==> src/rtl/irq_pkg.sv <==
package irq_pkg;
  localparam int NUM_SRC  = 5;
  localparam int LVL_W    = 2;
  localparam int DATA_W   = 8;
  localparam int ADDR_W   = 2;
  localparam int VEC_W    = 8;
  // bit position of the mask field inside the 16-bit level word
  localparam int MASK_POS = 12;

  localparam logic [ADDR_W-1:0] ADR_FLAG = 2'd0;
  localparam logic [ADDR_W-1:0] ADR_EN   = 2'd1;
  localparam logic [ADDR_W-1:0] ADR_LVLA = 2'd2;
  localparam logic [ADDR_W-1:0] ADR_LVLB = 2'd3;

  typedef logic [LVL_W-1:0] lvl_t;
endpackage

==> src/rtl/irq_src_bank.sv <==
module irq_src_bank
  import irq_pkg::*;
#(
  parameter int N_SRC = NUM_SRC,
  parameter int LW    = LVL_W,
  parameter int DW    = DATA_W,
  parameter int AW    = ADDR_W
) (
  input  logic              clk,
  input  logic              rst_n,
  input  logic [N_SRC-1:0]  src_evt,
  input  logic              bus_we,
  input  logic [AW-1:0]     bus_addr,
  input  logic [DW-1:0]     bus_wdata,
  output logic [N_SRC-1:0]  flags_q,
  output logic [N_SRC-1:0]  en_q,
  output logic [N_SRC*LW-1:0] lvl_q
);
  logic [N_SRC-1:0]    flags_n;
  logic [N_SRC-1:0]    en_n;
  logic [N_SRC*LW-1:0] lvl_n;
  logic                wr_flag;
  logic                wr_en;

  assign wr_flag = bus_we && (bus_addr == ADR_FLAG);
  assign wr_en   = bus_we && (bus_addr == ADR_EN);

  genvar gi;
  generate
    for (gi = 0; gi < N_SRC; gi++) begin : g_src
      localparam int BITPOS = gi * LW;
      localparam int BYTE   = BITPOS / DW;
      localparam int OFS    = BITPOS % DW;
      logic wr_lvl;
      assign wr_lvl = bus_we && (bus_addr == AW'(32'(ADR_LVLA) + BYTE));

      // event set has priority over write-one clear
      always_comb begin
        flags_n[gi] = flags_q[gi];
        if (wr_flag && bus_wdata[gi])
          flags_n[gi] = 1'b0;
        if (src_evt[gi])
          flags_n[gi] = 1'b1;
      end

      always_comb begin
        en_n[gi] = en_q[gi];
        if (wr_en)
          en_n[gi] = bus_wdata[gi];
      end

      always_comb begin
        lvl_n[BITPOS +: LW] = lvl_q[BITPOS +: LW];
        if (wr_lvl)
          lvl_n[BITPOS +: LW] = bus_wdata[OFS +: LW];
      end
    end
  endgenerate

  always_ff @(posedge clk or negedge rst_n) begin
    if (!rst_n) begin
      flags_q <= '0;
      en_q    <= '0;
      lvl_q   <= '0;
    end else begin
      flags_q <= flags_n;
      en_q    <= en_n;
      lvl_q   <= lvl_n;
    end
  end
endmodule

==> src/rtl/irq_arbiter.sv <==
module irq_arbiter
  import irq_pkg::*;
#(
  parameter int N_SRC = NUM_SRC,
  parameter int LW    = LVL_W,
  localparam int IW   = (N_SRC > 1) ? $clog2(N_SRC) : 1
) (
  input  logic [N_SRC-1:0]    flags,
  input  logic [N_SRC-1:0]    en,
  input  logic [N_SRC*LW-1:0] lvl,
  input  logic [LW-1:0]       mask,
  output logic                found,
  output logic [IW-1:0]       win_idx,
  output logic [LW-1:0]       win_lvl
);
  logic [LW-1:0]    lvl_arr [N_SRC];
  logic [N_SRC-1:0] elig;

  genvar gi;
  generate
    for (gi = 0; gi < N_SRC; gi++) begin : g_elig
      assign lvl_arr[gi] = lvl[gi*LW +: LW];
      // strictly above mask implies nonzero level
      assign elig[gi]    = flags[gi] && en[gi] && (lvl[gi*LW +: LW] > mask);
    end
  endgenerate

  // scan in fixed order; strict compare keeps the lower index on a tie
  always_comb begin
    win_lvl = '0;
    win_idx = '0;
    for (int i = 0; i < N_SRC; i++) begin
      if (elig[i] && (lvl_arr[i] > win_lvl)) begin
        win_lvl = lvl_arr[i];
        win_idx = IW'(i);
      end
    end
    found = |elig;
  end
endmodule

==> src/rtl/irq_nmi_edge.sv <==
module irq_nmi_edge (
  input  logic clk,
  input  logic rst_n,
  input  logic wdt_evt,
  input  logic ack_nmi,
  output logic nmi_pend
);
  logic wdt_q;
  logic rise;
  logic pend_n;

  assign rise = wdt_evt && !wdt_q;

  always_comb begin
    pend_n = nmi_pend;
    if (ack_nmi)
      pend_n = 1'b0;
    if (rise)
      pend_n = 1'b1;
  end

  always_ff @(posedge clk or negedge rst_n) begin
    if (!rst_n) begin
      wdt_q    <= 1'b0;
      nmi_pend <= 1'b0;
    end else begin
      wdt_q    <= wdt_evt;
      nmi_pend <= pend_n;
    end
  end
endmodule

==> src/rtl/irq_level_ctrl.sv <==
module irq_level_ctrl
  import irq_pkg::*;
#(
  parameter int                N_SRC    = NUM_SRC,
  parameter int                LW       = LVL_W,
  parameter int                DW       = DATA_W,
  parameter int                AW       = ADDR_W,
  parameter int                VW       = VEC_W,
  parameter logic [VEC_W-1:0]  VEC_BASE = 8'h26,
  parameter logic [VEC_W-1:0]  NMI_VEC  = 8'h04
) (
  input  logic             clk,
  input  logic             rst_n,
  input  logic [N_SRC-1:0] src_evt,
  input  logic             wdt_evt,
  input  logic             bus_we,
  input  logic [AW-1:0]    bus_addr,
  input  logic [DW-1:0]    bus_wdata,
  output logic [DW-1:0]    bus_rdata,
  input  logic             irq_ack,
  output logic             irq_req,
  output logic             irq_nmi,
  output logic [LW-1:0]    irq_level,
  output logic [VW-1:0]    irq_vector
);
  localparam int IW     = (N_SRC > 1) ? $clog2(N_SRC) : 1;
  localparam int WORD_W = 2 * DW;
  localparam int MOFS   = MASK_POS - DW;

  logic [N_SRC-1:0]    flags_q;
  logic [N_SRC-1:0]    en_q;
  logic [N_SRC*LW-1:0] lvl_q;
  logic [LW-1:0]       mask_q;
  logic [LW-1:0]       mask_n;
  logic                per_found;
  logic [IW-1:0]       per_idx;
  logic [LW-1:0]       per_lvl;
  logic                nmi_pend;
  logic                ack_take;
  logic                wr_mask;
  logic [WORD_W-1:0]   lvl_word;

  irq_src_bank #(.N_SRC(N_SRC), .LW(LW), .DW(DW), .AW(AW)) u_bank (
    .clk      (clk),
    .rst_n    (rst_n),
    .src_evt  (src_evt),
    .bus_we   (bus_we),
    .bus_addr (bus_addr),
    .bus_wdata(bus_wdata),
    .flags_q  (flags_q),
    .en_q     (en_q),
    .lvl_q    (lvl_q)
  );

  irq_arbiter #(.N_SRC(N_SRC), .LW(LW)) u_arb (
    .flags  (flags_q),
    .en     (en_q),
    .lvl    (lvl_q),
    .mask   (mask_q),
    .found  (per_found),
    .win_idx(per_idx),
    .win_lvl(per_lvl)
  );

  irq_nmi_edge u_nmi (
    .clk     (clk),
    .rst_n   (rst_n),
    .wdt_evt (wdt_evt),
    .ack_nmi (irq_ack && nmi_pend),
    .nmi_pend(nmi_pend)
  );

  // presented request
  always_comb begin
    irq_req    = 1'b0;
    irq_nmi    = 1'b0;
    irq_level  = '0;
    irq_vector = '0;
    if (nmi_pend) begin
      irq_req    = 1'b1;
      irq_nmi    = 1'b1;
      irq_level  = '1;
      irq_vector = NMI_VEC;
    end else if (per_found) begin
      irq_req    = 1'b1;
      irq_level  = per_lvl;
      irq_vector = VEC_BASE + VW'({per_idx, 1'b0});
    end
  end

  // mask: acknowledge has priority over a bus write
  assign ack_take = irq_ack && irq_req;
  assign wr_mask  = bus_we && (bus_addr == ADR_LVLB);

  always_comb begin
    mask_n = mask_q;
    if (ack_take)
      mask_n = irq_level;
    else if (wr_mask)
      mask_n = bus_wdata[MOFS +: LW];
  end

  always_ff @(posedge clk or negedge rst_n) begin
    if (!rst_n)
      mask_q <= '0;
    else
      mask_q <= mask_n;
  end

  // read back
  always_comb begin
    lvl_word = '0;
    lvl_word[N_SRC*LW-1:0] = lvl_q;
    lvl_word[MASK_POS +: LW] = mask_q;
  end

  always_comb begin
    case (bus_addr)
      ADR_FLAG: bus_rdata = DW'(flags_q);
      ADR_EN:   bus_rdata = DW'(en_q);
      ADR_LVLA: bus_rdata = lvl_word[DW-1:0];
      default:  bus_rdata = lvl_word[WORD_W-1:DW];
    endcase
  end
endmodule

==> config.mk <==
export PLATFORM = sky130hd
export DESIGN_NAME = irq_level_ctrl
export DESIGN_NICKNAME = d
export VERILOG_FILES = /design/src/rtl/irq_pkg.sv /design/src/rtl/irq_src_bank.sv /design/src/rtl/irq_arbiter.sv /design/src/rtl/irq_nmi_edge.sv /design/src/rtl/irq_level_ctrl.sv
export SDC_FILE = /design/constraint.sdc
export NUM_CORES = 1
export LEC_CHECK = 0
export ABC_AREA = 1
export BUFFER_PORTS_ARGS = -buffer_cell sky130_fd_sc_hd__buf_2
export CAP_MARGIN = 5
export CORE_MARGIN = 1
export CORE_UTILIZATION = 35
export DETAILED_ROUTE_END_ITERATION = 7
export PLACE_DENSITY = 0.6
export REMOVE_ABC_BUFFERS = 1
export SYNTH_ARGS = -nofsm -noshare
export SYNTH_HDL_FRONTEND = slang
export SYNTH_SLANG_ARGS = --single-unit
==> constraint.sdc <==
create_clock -name clk -period 6.6 [get_ports clk]
set_input_delay 1.98 -clock clk [delete_from_list [all_inputs] [get_ports clk]]
set_output_delay 1.98 -clock clk [all_outputs]
set_load 0.02 [all_outputs]
* Yosys cells after proc, flatten, opt, wreduce, memory -nomap -nowiden
Cells that the tools add are included.
W data, S select, Z words.
** Storage, ports and cells
- Logic and storage cells :: 93
- Bits of input ports :: 20
- Flip-flop bits (word level) :: 24
- Output and inout port bits :: 20
** Cells by class
- Multiplexer cells :: 31
- Eq/ne operators :: 3
- $lt $le $gt $ge :: 10
- $add $sub $neg :: 1
- Reductions and logical operators :: 37
** Operators with widths (number)
- $logic_and A1 B1 Y1 :: 27
- $pmux W8 S3 :: 1
- $mux W2 :: 11
- $gt A2 B2 Y1 :: 9
- $mux W1 :: 16
- $mux W7 :: 2
- $reduce_bool A2 Y1 :: 7
- $add A6 B4 Y7 const A :: 1
- $reduce_or A5 Y1 :: 1
- $eq A2 B2 Y1 const B :: 2
- $mux W3 :: 1
- $eq A2 B1 Y1 const B :: 1
- $gt A2 B1 Y1 const B :: 1
- $logic_not A2 Y1 :: 1
- $logic_not A1 Y1 :: 1

* Logic depth before layout (Yosys ltp)
Gate-level depths: netlist of run 1.
- Depth after elaboration :: 19
- Mapped depth :: 40
- Depth with buffers taken out :: 40

* Hierarchy
From an unflattened synthesis of run 1, not the netlist that was laid out.
** Second synthesis, totals
- Cell total of the unflattened synthesis :: 279
- Area total of the unflattened synthesis :: 1968.1 sq um
** Modules (own cells, without submodules)
- irq_src_bank :: area each 839.6 sq um, seq. area each 500.5 sq um, cells an instance 86, instances 1
- irq_arbiter :: area each 666.9 sq um, seq. area each 0.0 sq um, cells an instance 109, instances 1
- irq_level_ctrl :: area each 392.9 sq um, seq. area each 50.0 sq um, cells an instance 77, instances 1
- irq_nmi_edge :: area each 68.8 sq um, seq. area each 50.0 sq um, cells an instance 7, instances 1

* Worst setup path before layout of run 1
Ideal clock, no wire load.
- Path kind :: reg-to-output
- Start :: reg mask_q[1]
- End :: out irq_vector[3]
- Slack :: -275 ps
- Path buffers :: 0
- Data required time :: 4620 ps
- Cell stages (with the launch flop) :: 36
- Arrival :: 4895 ps
- Path through :: dfrtp_1 -> inv_1 -> ha_1 -> a21oi_2 -> nand2_1 -> nor2_2 -> ha_1 -> nand2_1 -> a21boi_2 -> nand2_2 -> nand2_1 -> o21a_2 -> inv_1 -> ha_1 -> inv_1 -> a21oi_1 -> nor2_1 -> nand3_1 -> nand2_1 -> inv_1 -> ha_1 -> nand2_1 -> inv_1 -> nor2_1 -> nand2_2 -> inv_1 -> nand2_1 -> o21ai_2 -> ha_1 -> a21oi_1 -> nor2_1 -> nand2_1 -> o21ai_0 -> ha_1 -> xnor2_1 -> nor3_1
** On the way
- Word-level cells in the longest chain between the ends :: 19
- Elaborated cells between the ends (all ways) :: 31
- Those cells by class :: add/sub (1); order compare (9); mux (10); reduce/logical (11)
** RTL lines
- start, declared :: RTL line irq_level_ctrl.sv:33 : logic [LW-1:0] mask_q;
- start signal, assigned :: RTL line irq_level_ctrl.sv:107 : mask_q <= mask_n;
- $gt A2 B2 Y1 :: RTL line irq_arbiter.sv:24 : assign elig[gi] = flags[gi] && en[gi] && (lvl[gi*LW +: LW] > mask);
- $logic_and A1 B1 Y1 :: RTL line irq_arbiter.sv:24
- $logic_and A1 B1 Y1 :: RTL line irq_arbiter.sv:33 : if (elig[i] && (lvl_arr[i] > win_lvl)) begin
- $mux W2 :: RTL line irq_arbiter.sv:33
- $gt A2 B2 Y1 :: RTL line irq_arbiter.sv:33
- $logic_and A1 B1 Y1 :: RTL line irq_arbiter.sv:33
- $mux W2 :: RTL line irq_arbiter.sv:33
- $gt A2 B2 Y1 :: RTL line irq_arbiter.sv:33
- [... 3 more ...]
- $logic_and A1 B1 Y1 :: RTL line irq_arbiter.sv:33
- $mux W2 :: RTL line irq_arbiter.sv:33
- $gt A2 B2 Y1 :: RTL line irq_arbiter.sv:33
- $logic_and A1 B1 Y1 :: RTL line irq_arbiter.sv:33
- $mux W3 :: RTL line irq_arbiter.sv:33
- $add A6 B4 Y7 :: RTL line irq_level_ctrl.sv:87 : irq_vector = VEC_BASE + VW'({per_idx, 1'b0});
- $mux W7 (*) :: RTL line irq_level_ctrl.sv:84 : end else if (per_found) begin
- $mux W7 (*) :: RTL line irq_level_ctrl.sv:79 : if (nmi_pend) begin
- end, declared :: RTL line irq_level_ctrl.sv:24 : output logic [VW-1:0] irq_vector
Every way passes the cells marked *; elsewhere a longest branch is shown, timed or not.

* Worst setup path in the final report of run 1
- Start :: reg u_bank.lvl_q[1]
- End :: out irq_vector[3]
** On the way
- Word-level cells in the longest chain between the ends :: 19
- Elaborated cells between the ends (all ways) :: 24
- Those cells by class :: add/sub (1); order compare (6); mux (10); reduce/logical (7)
** RTL lines
- start, declared :: RTL line irq_src_bank.sv:17 : output logic [N_SRC*LW-1:0] lvl_q
- start signal, assigned :: RTL line irq_src_bank.sv:68 : lvl_q <= lvl_n;
- $gt A2 B2 Y1 :: RTL line irq_arbiter.sv:24
- $logic_and A1 B1 Y1 :: RTL line irq_arbiter.sv:24
- $logic_and A1 B1 Y1 :: RTL line irq_arbiter.sv:33
- $mux W2 :: RTL line irq_arbiter.sv:33
- $gt A2 B2 Y1 :: RTL line irq_arbiter.sv:33
- $logic_and A1 B1 Y1 :: RTL line irq_arbiter.sv:33
- $mux W2 :: RTL line irq_arbiter.sv:33
- $gt A2 B2 Y1 :: RTL line irq_arbiter.sv:33
- [... 3 more ...]
- $logic_and A1 B1 Y1 :: RTL line irq_arbiter.sv:33
- $mux W2 :: RTL line irq_arbiter.sv:33
- $gt A2 B2 Y1 :: RTL line irq_arbiter.sv:33
- $logic_and A1 B1 Y1 :: RTL line irq_arbiter.sv:33
- $mux W3 :: RTL line irq_arbiter.sv:33
- $add A6 B4 Y7 :: RTL line irq_level_ctrl.sv:87
- $mux W7 (*) :: RTL line irq_level_ctrl.sv:84
- $mux W7 (*) :: RTL line irq_level_ctrl.sv:79
Marked as above.

==> results by group, run 1 <==
Floorplanning
  • Site Rows: 25
  • Initial Util: 37.4%
  • Die area: 5510 µm²
  • Chip width: 74.2 µm
  • Io pins: 40
  • Core area: 4880 µm²
  • Die height: approximately 74 µm

CTS
  • Sink Count: 24
  • CTS Buf Count: 3
  • Clk Latency, worst-skew pair: around 260 ps
  • CTS tree: yes
  • CTS root buf: clkbuf_8
  • Htree depth: 1
  • Clk slew on worst S/H paths: 90 ps
  • # hold bufs at CTS: 0
  • Clk buf depth: 2

Job
  • Max-cap violations: 0

Timing
  • Final Hold Fails: 0
  • Count of final setup violators: 7
  • Slew Viols, Final: 0
  • Max-slew headroom: 63.4%
  • Final worst slack: -466 ps
  • Setup_tns: -2200 ps
  • RSZ-0062 raised after global routing: true
  • Slew @ Worst Pin: 549 ps
  • Clk_skew: 2.52 ps
  • Fmax: 0.142 GHz
  • Tcrit/Tclk final: 107%
  • Tmin final: approximately 7000 ps

Global route
  • Initial antenna violation count: 0
  • First-pass GRT wire length: approximately 9300 µm
  • Vias in the first global route: 2,019
  • GRT overflow: 0
  • Largest net degree at the start of global routing: 25
  • Total GRT Usage: between 20% and 30%

Logic synthesis
  • Synth Area per Inst: about 7.4 µm²
  • Cell taking the most area after synthesis: dfrtp_1
  • Mapped Cells: 246
  • Synthesized area: roughly 1800 µm²
  • Synth top area share: around a third
  • Sequential element share of the synthesized area: 32.9%
  • Top-count cell post-synth: nand2_1
  • EDFF count, synth: 0
  • Commonest cells post-synth: nand2_1, inv_1, dfrtp_1, o21ai_0, ha_1
  • Top cells by area, synth: dfrtp_1, ha_1, nand2_1, inv_1, o21ai_0
  • Top_reg_cell synth: dfrtp_1
  • YS warnings: 0
  • Ys async rst share: 100%
  • Seq cells post-synth: 24
  • Count of different cell masters after synthesis: 35

Placement
  • Input/output buffers: 35
  • DP Worst Slack: -181 ps
  • Post-DP Area: 2210 µm²
  • DP Wirelength: 3540 µm
  • Routability cong.: 0.768

Hold path
  • Worst hold stages: 1
  • HP Start: u_nmi.wdt_q
  • Worst min-delay path class: register to register
  • Worst hold endpoint: u_nmi.nmi_pend

Critical path
  • Critical path's slowest cell: dfrtp_1
  • CP Capture Type: primary output
  • R2R setup slack: 1620 ps
  • RR Endpoint: mask_q[1]
  • Worst Path Class, Setup: register to primary output
  • Crit Reg-Reg Startpoint: u_bank.lvl_q[1]
  • Max stage delay on crit path: 420 ps
  • Crit-path most repeated cell: nand2_2
  • R2r worst-path depth: 40
  • Critical path origin: u_bank.lvl_q[1]
  • Crit-path max FO: 3
  • Crit path DAT: approximately 5100 ps
  • Crit path required time: 4620 ps
  • CP Launch Type: register

Route
  • First-pass DRT Iterations: 4
  • Vias post-DR: between 2k and 2.5k
  • DR DRC count: 0
  • DRT iter0 DRCs: 55
  • Wire per inst: 14.4 µm
  • Final wirelength: about 6100 µm
  • Vias/cell: 4.75
  • Post-route ant nets: 0

Cells and area
  • # fillers: 425
  • Antenna fix cells: 0
  • Layout Nets: 398
  • Final instance area: 3040 µm²
  • Layout cell share with drive strength beyond 1: 51.8%
  • Area Overhead vs Synth: 66.3%

Run status
  • Status: finished, violations left
  • Failing checks: negative setup slack

Pwr
  • Leak: 1.58 nW
  • Pwr/cell area: 411 nW/µm²
  • Maximum vdd ir drop: roughly 0.21 mV
==> metrics by stage <==
stage	util, %	power [W]	cells	hold WS [ps]
finish	62.2	0.00125	426	425
global placement	45.3	0.000676	366	404
CTS	56.3	0.00101	415	426
detailed placement	45.3	0.000685	366	414
floorplan	-	0.000521	244	399
global route	62.2	0.00132	426	429
==> cell type report <==
class | count | area, µm² | share of cell area, %
Clock buffer | 4 | 55.1 | 1.81
Inverter | 49 | 189 | 6.22
Multi-Input combinational cell | 171 | 1300 | 42.9
Sequential cell | 24 | 601 | 19.8
Tap cell | 67 | 83.8 | 2.76
Timing Repair Buffer | 111 | 805 | 26.5
==> critical path, delay by kind of cell (launching register included) <==
kind / cells / cell delay (ps)
AND/OR/NAND/NOR: 16 / 1610
adder cells (fa/ha/maj): 5 / 1080
buffers and inverters: 10 / 860
AO/OA/AOI/OAI: 5 / 700
flip-flops: 1 / 420
XOR/XNOR: 1 / 140
==> worst max path at each step <==
stage | slack [ps] | end | cells past startpoint
6_report | -470 | irq_vector[3] | 37
5_1_grt | -690 | irq_vector[3] | 37
4_1_cts | -200 | irq_vector[3] | 36
3_5_place_dp | -180 | irq_vector[3] | 37
3_3_place_gp | -50 | irq_vector[3] | 36
2_1_floorplan | -270 | irq_vector[3] | 35
==> flip-flops by register name (all words and copies together) (netlist names) <==
name / flops
u_bank.lvl_q: 10
u_nmi.wdt_q: 1
u_bank.flags_q: 5
u_nmi.nmi_pend: 1
u_bank.en_q: 5
mask_q: 2
==> report_power, final <==
group,switching (W),internal [W]
combinational,0.000458,0.000496
sequential,0.0000231,0.000170
clock,0.0000470,0.0000532
==> repair_timing <==
item                       in CTS  in global routing
resized for setup              39                 41
setup endpoints to repair       5                  7
pin swaps                      20                 35
setup buffers                  48                 13
==> cells by family after synthesis <==
| logic type | Yosys count | share of synthesized area, % |
|---|---|---|
| flops | 24 | 32.9 |
| fa+ha+maj | 18 | 12.3 |
| simple gates | 103 | 26.8 |
| other cells | 1 | 0.205 |
| xor+xnor | 1 | 0.480 |
| buf+inv | 54 | 11.9 |
| compound gates | 45 | 15.4 |
==> placed cells by master, fill, tap and decap left out, types with 2 or more instances in the layout <==
master,n
nand3_4,2
buf_4,72
o22ai_1,2
buf_2,28
o21ai_2,4
conb_1,4
o21ai_0,18
dfrtp_1,24
inv_2,7
ha_1,9
buf_6,11
nor2_2,4
a21oi_1,5
nand3_1,6
nand3_2,7
inv_1,40
a21oi_2,3
clkbuf_8,4
inv_4,2
nand2_1,47
nor2_4,2
ha_4,9
nand2_2,18
nand4_1,2
nand2_4,3
nor2_1,9
==> routing by layer <==
metal	global-route usage [%]	vias to the layer above	share of wire [%]
met4	9.22	0	2.9
met3	2.17	14	2.6
met5	0	-	0
li1	-	1007	-
met2	39.7	38	52
met1	27.9	966	42
(Power assumes the default switching activity.)
==> run 2: changes to the inputs <==
--- a/config.mk
+++ b/config.mk
@@ -7,4 +7,5 @@
 export LEC_CHECK = 0
 export ABC_AREA = 1
+export ABC_CLOCK_PERIOD_IN_PS = 6600
 export BUFFER_PORTS_ARGS = -buffer_cell sky130_fd_sc_hd__buf_2
 export CAP_MARGIN = 5
==> constraint.sdc (replaced) <==
create_clock -name clk -period 6.6 [get_ports clk]
set_input_delay 0 -clock clk [delete_from_list [all_inputs] [get_ports clk]]
set_output_delay 0 -clock clk [all_outputs]
set_load 0.02 [all_outputs]
==> run 2 against run 1 <==
  * The flow now finishes without violations
  * Clock-buffer cell count stayed put
  * Setup slack better by 1600 ps
  * Design area is 28% lower
  * Global-route usage is 5.3 points lower
  * Critical path depth is 1 lower
  * Sequential power hardly changed
  * Flip-flop and latch count stayed put
  * Fmax is 30% higher
  * Combinational power is 55% lower
  * Register-to-register slack better by 150 ps
  * Core utilization is 17 points lower
  * Hold slack worse by 420 ps
  * Largest cell class unchanged
==> results by group, run 2 (synthesis gave the netlist of run 1 again) <==
CTS
  • Sink Count: 24 (unchanged)
  • Htree depth: 1 (unchanged)
  • Clk Latency, worst-skew pair: 260 ps (about the same)
  • CTS Buf Count: 3 (unchanged)
  • CTS tree: yes
  • Post-CTS Setup Bufs: 0 (-100%)
  • CTS root buf: clkbuf_8
  • Clk buf depth: 2 (unchanged)
  • Clk slew on worst S/H paths: 80 ps (about the same)
  • Post-CTS sizing: 0 (-100%)

Cells and area
  • Antenna fix cells: 0 (unchanged)
  • Flip-flop count of the largest register after layout: 10 (unchanged)
  • Most frequent cells in the layout: nand2_1, inv_1, buf_2
  • Biggest regs: u_bank.lvl_q x10, u_bank.en_q x5, u_bank.flags_q x5
  • Layout cell share with drive strength beyond 1: 23.0% (-29 points)
  • Non-filler instance count after layout: 358 (-16%)
  • Commonest non-fill, non-tap cell in the layout: nand2_1
  • Top reg by flops: u_bank.lvl_q
  • Layout Nets: 330 (-17%)
  • Area Overhead vs Synth: 20.4%
  • Final core utilization: 45.0% (-17 points)

Timing
  • Max-slew headroom: 62.6% (-0.87 points)
  • Final Hold Fails: 0 (unchanged)
  • Fmax: 0.185 GHz (+30%)
  • Setup_tns: 0 ps (+2200 ps)
  • RSZ-0062 raised after global routing: false
  • Count of final setup violators: 0 (-7)
  • Slew Viols, Final: 0 (unchanged)
  • Tmin final: 5420 ps (-1650 ps)
  • Clk_skew: 4.08 ps (+1.56 ps)
  • Slew @ Worst Pin: 560 ps (+11.7 ps)
  • Tcrit/Tclk final: 82.1% (-25 points)

Pwr
  • Pwr/cell area: 330 nW/µm² (-20%)
  • Switching Fraction: 46.7% (+4.4 points)
  • Total internal power: 0.000386 W (-46%)
  • P_sw: 0.000339 W (-36%)
  • Maximum vdd ir drop: 0.137 mV (-34%)
  • Register share of total power: 26.7% (+11 points)
  • Clk pwr share: 13.7% (+5.7 points)
  • Comb pwr share: 59.6% (-17 points)
  • Power, Total: 0.000725 W (-42%)
  • Leak: 1.21 nW (-24%)

Job
  • Max-cap violations: 0 (unchanged)

Critical path
  • Max stage delay on crit path: 390 ps (-30 ps)
  • Worst Path Class, Setup: register to primary output
  • CP Depth: 36 (-2.7%)
  • Crit path max-delay family: simple AND/OR/NAND/NOR gates
  • Crit path required time: 6600 ps (+1980 ps)
  • R2R setup slack: 1770 ps (+150 ps)
  • Crit-path max FO: 7 (+4)
  • Crit path DAT: 5420 ps (+330 ps)
  • CP Capture Type: primary output
  • Critical path's slowest cell: dfrtp_1
  • Crit-path most repeated cell: nand2_1
  • CP Launch Type: register
  • R2r worst-path depth: 36 (-10%)
  • CP bufs+invs: 7 (-3)

Run status
  • Status: finished clean

Placement
  • DP Wirelength: 3510 µm (-1.0%)
  • Placed cell count: 346 (-5.5%)
  • Input/output buffers: 35 (unchanged)
  • Routability cong.: 0.806 (+5.0%)

Global route
  • Total GRT Usage: 17.1% (-5.3 points)
  • Initial antenna violation count: 0 (unchanged)
  • Largest net degree at the start of global routing: 25 (unchanged)
  • Vias in the first global route: 1,608 (-20%)
  • First-pass GRT wire length: 7170 µm (-23%)
  • GRT overflow: 0 (unchanged)

Route
  • First-pass DRT Iterations: 4 (unchanged)
  • Vias post-DR: 1,671 (-17%)
  • Post-route ant nets: 0 (unchanged)
  • Final wirelength: 4240 µm (-31%)
  • DRT iter0 DRCs: 56 (+1.8%)
  • Vias/cell: 4.67 (-1.8%)
  • Wire per inst: 11.8 µm (-18%)
  • DR DRC count: 0 (unchanged)

Floorplanning
  • Io pins: 40 (unchanged)
  • Site Rows: 25 (unchanged)
  • Core area: 4880 µm² (unchanged)
  • Die area: 5510 µm² (unchanged)
  • Die height: 74.2 µm (unchanged)
  • Chip width: 74.2 µm (unchanged)
  • Initial Util: 37.4% (unchanged)

Hold path
  • Worst hold stages: 3 (+2)
  • Worst min-delay path class: input port to register
[run 2: worst register-to-register path: cells and delay by family (launching register included)]
family,cells,cell delay (ps)
buffers and inverters,6,470
flip-flops,1,390
AND/OR/NAND/NOR,18,1700
adder cells (fa/ha/maj),5,1300
AO/OA/AOI/OAI,7,860
[run 2: power groups by stage]
stage | clock, W | sequential [W] | combinational [W]
after floorplan | 0 | 0.000189 | 0.000331
after global placement | 0 | 0.000197 | 0.000424
after detailed placement | 0 | 0.000196 | 0.000434
after CTS | 0.000102 | 0.000194 | 0.000439
after global routing | 0.000109 | 0.000197 | 0.000496
final | 0.0000992 | 0.000194 | 0.000432
[run 2: layer usage]
metal  track usage (%)  up-vias  share of wire, %
met5                 0        -                 0
met4              5.87        0              0.92
met3              1.76        4               2.6
met2              28.8       36                47
met1              22.8      762                49
li1                  -      869                 -
[run 2: final timing paths]
| check | startpoint | endpoint |
|---|---|---|
| min in group asynchronous | rst_n | u_bank.lvl_q[4] |
| hold reg to reg | u_nmi.wdt_q | u_nmi.nmi_pend |
| setup / recovery | mask_q[1] | irq_vector[3] |
| max in group asynchronous | rst_n | mask_q[1] |
| setup reg to reg | mask_q[1] | mask_q[1] |
| hold / removal | bus_wdata[6] | u_bank.lvl_q[6] |
[run 2: cell type report]
cell class / instances / area [µm²]
fillers: 514 / 2680
clock buffers: 4 / 55.1
repair buffers: 43 / 255
flip-flops and latches: 24 / 601
multi-input cells: 171 / 1020
well taps: 67 / 83.8
inverters: 49 / 184
[run 2: timing repair]
| action | 4_1_cts | 5_1_grt |
|---|---|---|
| hold buffers | 8 | 0 |
| endpoints found under the setup margin | 0 | 0 |
| hold endpoints to repair | 31 | 0 |
[run 2: per-stage QoR]
step,worst slack [ps],hold slack [ps],cell area [µm²]
2_1_floorplan,1710,-296,1800
3_3_place_gp,1520,23.0,2060
3_5_place_dp,1440,13.8,2060
4_1_cts,1130,3.09,2200
5_1_grt,635,24.5,2200
6_report,1180,8.20,2200
